[src/rtl/i2cs_tx_pkg.sv]
package i2cs_tx_pkg;
  typedef enum logic [2:0] {
    ST_IDLE,
    ST_LOADW,
    ST_STRETCH,
    ST_SHIFT,
    ST_ACKW
  } txst_t;
endpackage

[src/rtl/i2cs_tx_hold.sv]
// Holding register with write, two-step clear and detection-enable invalidation.
module i2cs_tx_hold #(
  parameter int DW = 8
) (
  input  logic          clk,
  input  logic          rst,
  input  logic          wr_ok,
  input  logic [DW-1:0] wr_data,
  input  logic          clr_ctl,
  input  logic          async_en,
  input  logic          take,
  input  logic          consume,
  output logic [DW-1:0] buf_data,
  output logic          held
);
  logic clr_q, async_q, wipe;

  // clear fires on the 1 -> 0 step of either control
  assign wipe = (clr_q && !clr_ctl) || (async_q && !async_en);

  always_ff @(posedge clk) begin
    if (rst) begin
      buf_data <= '0;
      held     <= 1'b0;
      clr_q    <= 1'b0;
      async_q  <= 1'b0;
    end else begin
      clr_q   <= clr_ctl;
      async_q <= async_en;
      if (wipe) begin
        buf_data <= '0;
        held     <= 1'b0;
      end else if (wr_ok) begin
        buf_data <= wr_data;
        held     <= !consume;   // consumed at once while stretching
      end else if (take) begin
        held     <= 1'b0;
      end
    end
  end
endmodule

[src/rtl/i2cs_tx_shift.sv]
// Load decision, MSB-first shifter, ACK slot and stretch control.
module i2cs_tx_shift
  import i2cs_tx_pkg::*;
#(
  parameter int DW = 8
) (
  input  logic          clk,
  input  logic          rst,
  input  logic          scl_fall,
  input  logic          scl_rise,
  input  logic          sda_in,
  input  logic          addr_hit,
  input  logic          stretch_en,
  input  logic [DW-1:0] buf_data,
  input  logic          held,
  input  logic          wr_ok,
  input  logic [DW-1:0] wr_data,
  output logic          take,
  output logic          consume,
  output logic          sda_low,
  output logic          scl_low,
  output logic [DW-1:0] tx_byte
);
  localparam int CW = $clog2(DW);

  txst_t         st;
  logic [DW-2:0] rest;
  logic [CW-1:0] cnt;

  assign take    = (st == ST_LOADW) && scl_fall && (held || !stretch_en);
  assign consume = (st == ST_STRETCH) && wr_ok;

  always_ff @(posedge clk) begin
    if (rst) begin
      st      <= ST_IDLE;
      rest    <= '0;
      cnt     <= '0;
      sda_low <= 1'b0;
      scl_low <= 1'b0;
      tx_byte <= '0;
    end else begin
      case (st)
        ST_IDLE: if (addr_hit) st <= ST_LOADW;
        ST_LOADW: if (scl_fall) begin
          if (take) begin
            rest    <= buf_data[DW-2:0];
            tx_byte <= buf_data;
            sda_low <= !buf_data[DW-1];
            cnt     <= '0;
            st      <= ST_SHIFT;
          end else begin
            scl_low <= 1'b1;
            st      <= ST_STRETCH;
          end
        end
        ST_STRETCH: if (wr_ok) begin
          rest    <= wr_data[DW-2:0];
          tx_byte <= wr_data;
          sda_low <= !wr_data[DW-1];
          cnt     <= '0;
          scl_low <= 1'b0;
          st      <= ST_SHIFT;
        end
        ST_SHIFT: if (scl_fall) begin
          if (cnt == CW'(DW-1)) begin
            sda_low <= 1'b0;          // release for the ACK slot
            st      <= ST_ACKW;
          end else begin
            sda_low <= !rest[DW-2];
            rest    <= {rest[DW-3:0], 1'b0};
            cnt     <= cnt + 1'b1;
          end
        end
        ST_ACKW: if (scl_rise) st <= sda_in ? ST_IDLE : ST_LOADW;
        default: st <= ST_IDLE;
      endcase
    end
  end
endmodule

[src/rtl/i2cs_tx_buf.sv]
module i2cs_tx_buf #(
  parameter int DW = 8
) (
  input  logic          clk,
  input  logic          rst,
  input  logic          scl_in,
  input  logic          sda_in,
  input  logic          addr_hit,
  input  logic          wr_en,
  input  logic [DW-1:0] wr_data,
  input  logic          stretch_en,
  input  logic          buf_clr,
  input  logic          async_det_en,
  output logic          sda_low,
  output logic          scl_low,
  output logic          empty,
  output logic [DW-1:0] cur_byte
);
  logic          scl_q, scl_fall, scl_rise, wr_ok, take, consume, held;
  logic [DW-1:0] buf_data;

  always_ff @(posedge clk) begin
    if (rst) scl_q <= 1'b1;
    else     scl_q <= scl_in;
  end

  assign scl_fall = scl_q && !scl_in;
  assign scl_rise = !scl_q && scl_in;
  assign wr_ok    = wr_en && !async_det_en;
  assign empty    = !held;

  i2cs_tx_hold #(.DW(DW)) u_hold (
    .clk(clk), .rst(rst), .wr_ok(wr_ok), .wr_data(wr_data),
    .clr_ctl(buf_clr), .async_en(async_det_en), .take(take),
    .consume(consume), .buf_data(buf_data), .held(held)
  );

  i2cs_tx_shift #(.DW(DW)) u_shift (
    .clk(clk), .rst(rst), .scl_fall(scl_fall), .scl_rise(scl_rise),
    .sda_in(sda_in), .addr_hit(addr_hit), .stretch_en(stretch_en),
    .buf_data(buf_data), .held(held), .wr_ok(wr_ok), .wr_data(wr_data),
    .take(take), .consume(consume), .sda_low(sda_low), .scl_low(scl_low),
    .tx_byte(cur_byte)
  );
endmodule

[config.mk]
export PLATFORM = sky130hd
export DESIGN_NAME = i2cs_tx_buf
export DESIGN_NICKNAME = d
export VERILOG_FILES = /design/src/rtl/i2cs_tx_pkg.sv /design/src/rtl/i2cs_tx_hold.sv /design/src/rtl/i2cs_tx_shift.sv /design/src/rtl/i2cs_tx_buf.sv
export SDC_FILE = /design/constraint.sdc
export NUM_CORES = 1
export LEC_CHECK = 0
export BUFFER_PORTS_ARGS = -buffer_cell sky130_fd_sc_hd__clkbuf_2
export CORE_ASPECT_RATIO = 1.25
export CORE_MARGIN = 4
export CORE_UTILIZATION = 50
export CTS_CLUSTER_DIAMETER = 150
export DETAILED_ROUTE_END_ITERATION = 10
export PLACE_DENSITY = 0.72
export SKIP_LAST_GASP = 1
export SYNTH_ARGS = -nofsm -noshare
export SYNTH_HDL_FRONTEND = slang
export SYNTH_SLANG_ARGS = --single-unit
[constraint.sdc]
create_clock -name clk -period 2.3 [get_ports clk]
set_input_delay 0.115 -clock clk [delete_from_list [all_inputs] [get_ports clk]]
set_output_delay 0.115 -clock clk [all_outputs]
set_load 0.01 [all_outputs]
==> flow_summary.toml <==
[final_layout]
fillerInstances = 321
final_common_cell = "dfxtp_1"
syn2layout_area_growth_pct = 12.5
layout_common_cells = "dfxtp_1, clkbuf_2, nand2_1, a21oi_1, mux2i_1"
stdcell_area_mm2 = 0.00198
finalNonFillerCells = 266
final_core_util_pct = 60.2
n_antenna_cell = 0
nets = 247
drive_above_1_share_pct = 25.8

[setup_path]
regToRegSetupSlack_ps = 530
cp_num_buf_inv = 2
critPathCaptureType = "flop"
crit_start = "u_shift.st[1]"
crit_fanout = 20
crit_slowest_cell = "dfxtp_1"
startpoint_type = "flop"
cp.required_ps = 2520
r2r-start = "u_shift.st[1]"
path_delay_family = "simple AND/OR/NAND/NOR gates"
path_cells = "nor3b_1, buf_4, a32oi_2, buf_4, or3_1, a21oi_1"
crit_top_cell = "buf_4"
crit_type = "reg -> reg"
max_stage_delay_ps = 530
arrival_ps = 1990

[timing]
slew_violations = 0
fmax_ghz = 0.564
holdWs_ps = 47.7
finClkSkew_ps = 3.89
period_minus_slack_ps = 1770
finalSetupViolations = 0
setup_ws_ps = 528
worstMarginPinSlew_ps = 812
hold_violations = 0
setup_tns_ps = 0
rsz0062_at_grt = "no"
max_slew_margin_pct = 45.5
fin_crit_sh_pct = 77.0

[synth]
syn_area_per_cell_um2 = 8.70
netlist_area_mm2 = 0.00176
yosysWarnings = 0
async_flop_share_pct = 0
synth-seq-area-share_pct = 39.9
synth_nets = 221
synth_edf_count = 0
synthFlopType = "dfxtp_1"
ys_types = 42
synth_cells = 202
ys_seq_elements = 35

[floorplan]
coreArea_mm2 = 0.00328
pin_count = 28
die_x_um = 61.0
die_h_um = 74.3
start_util_pct = 53.5
die_area_mm2 = 0.00453
rows = 23

[min_path]
hold_start = "buf_clr"
hp-class = "in -> reg"

[power_and_ir_drop]
power_mw = 1.61
p_seq_share_pct = 44.4
irDropWorstVdd_mv = 0.553
combPwrFrac_pct = 29.3
power.switching_mw = 0.540
switching_share_pct = 33.6
power_frac_clock_pct = 26.3
internal_power_mw = 1.07
p_leak_nw = 0.754
powerDensity_mw_per_mm2 = 813

[routing]
vias = 1513
drtIter0Drc = 116
via_per_inst = 5.69
drc = 0
wl_um = 3930
wire_per_inst_um = 14.8
first_pass_iters = 4
antenna_left = 0

[cts]
cts_made_buffers = 5
clkLatencyLatePin_ps = 280
hold_buffers = 0
clock_path_buffers = 2
postCtsSetupRepairBufs = 0
cts_tree = "done"
cts_resized = 0
cts.sinks = 35
htreeDepth = 2
clk_pin_slew_ps = 70
root_buffer = "clkbuf_8"

[placement]
gp_congestion = 0.824
placedCellCount = 258
pre_cts_ws_ps = 552
post_dp_cell_area_mm2 = 0.00189
place.port_buffers = 27
hpwl_um = 2840

[grt]
grt_use_met3_pct = 3.82
top_usage_layer = "met2"
grt_start_max_net_pins = 21
use_met2_pct = 34.6
grt_pass1_wl_um = 6830
grt-ovfl-total = 0
antenna_found_initial = 0
grt_usage_pct = 20.1
grtUsageMet1_pct = 24.1
first_global_vias = 1483

[outcome]
outcome = "completed"

[run]
cap_violations = 0
==> worst reg2reg max path, cell delays in order (launching register included) <==
cell and delay, ps:
dfxtp_1 530, nor3b_1 230, buf_4 230, a32oi_2 70, buf_4 220, or3_1 320, a21oi_1 120
==> cell usage after synthesis (all sizes together), types with 2 or more instances <==
cell type  instances  share of area (%)
inv                5                1.1
a31oi              2               0.71
a211o              6                3.0
or3                2               0.71
nand3              4                1.1
ha                 2                1.4
buf                9                3.9
nand2             32                7.7
nor2              12                2.6
nand2b             6                2.1
a21oi             22                7.6
nor2b              4                1.4
o21ai              7                2.0
nor3              11                3.7
dfxtp             35                 40
mux2i             14                8.0
a211oi             8                3.4
clkbuf             4               0.85
==> area by class of cell <==
cell class	instances	area (um2)	share of cell area [%]
clock buffer	5	68.8	3.48
clock inverter	3	15.0	0.760
inverter	5	18.8	0.950
multi-input combinational	149	953	48.3
sequential	35	701	35.5
tap	37	46.3	2.34
timing repair buffer	32	173	8.74
==> metal layers <==
metal	part of all wire (%)	routed length, um	vias to the layer above
li1	-	-	774
met1	44	1720	712
met2	52	2030	23
met3	3.1	121	4
met4	1.4	54	0
met5	0	0	-
==> power groups by stage <==
stage	clock network [mW]	registers, mW	logic, mW
final	0.422	0.714	0.471
after CTS	0.440	0.714	0.474
after floorplan	0	0.717	0.380
after detailed placement	0	0.728	0.471
after global routing	0.460	0.720	0.533
after global placement	0	0.727	0.468
==> flip-flops by register name, indices dropped and copies added, names as in the netlist <==
| signal | count |
|---|---|
| u_hold.buf_data | 8 |
| u_shift.tx_byte | 8 |
| u_shift.rest | 7 |
| u_shift.cnt | 3 |
| u_shift.st | 3 |
| scl_q | 1 |
| u_hold.async_q | 1 |
| u_hold.clr_q | 1 |
| u_hold.held | 1 |
| u_shift.scl_low | 1 |
| u_shift.sda_low | 1 |
==> cells by family after synthesis <==
logic type | Yosys count | synth area share (%)
adder cells (fa/ha/maj) | 2 | 1.42
AND/OR/NAND/NOR | 81 | 24.1
AO/OA/AOI/OAI | 52 | 20.8
flip-flops | 35 | 39.9
multiplexers | 14 | 7.98
buffers and inverters | 18 | 5.84
==> path summary, 6_finish.rpt <==
check | endpoint | cells past startpoint
worst max-delay path | u_shift.cnt[0] | 6
worst min-delay path | u_hold.clr_q | 3
worst max register to register | u_shift.cnt[0] | 6
worst min register to register | u_shift.rest[5] | 2
Power figures use the tool's default switching activity.
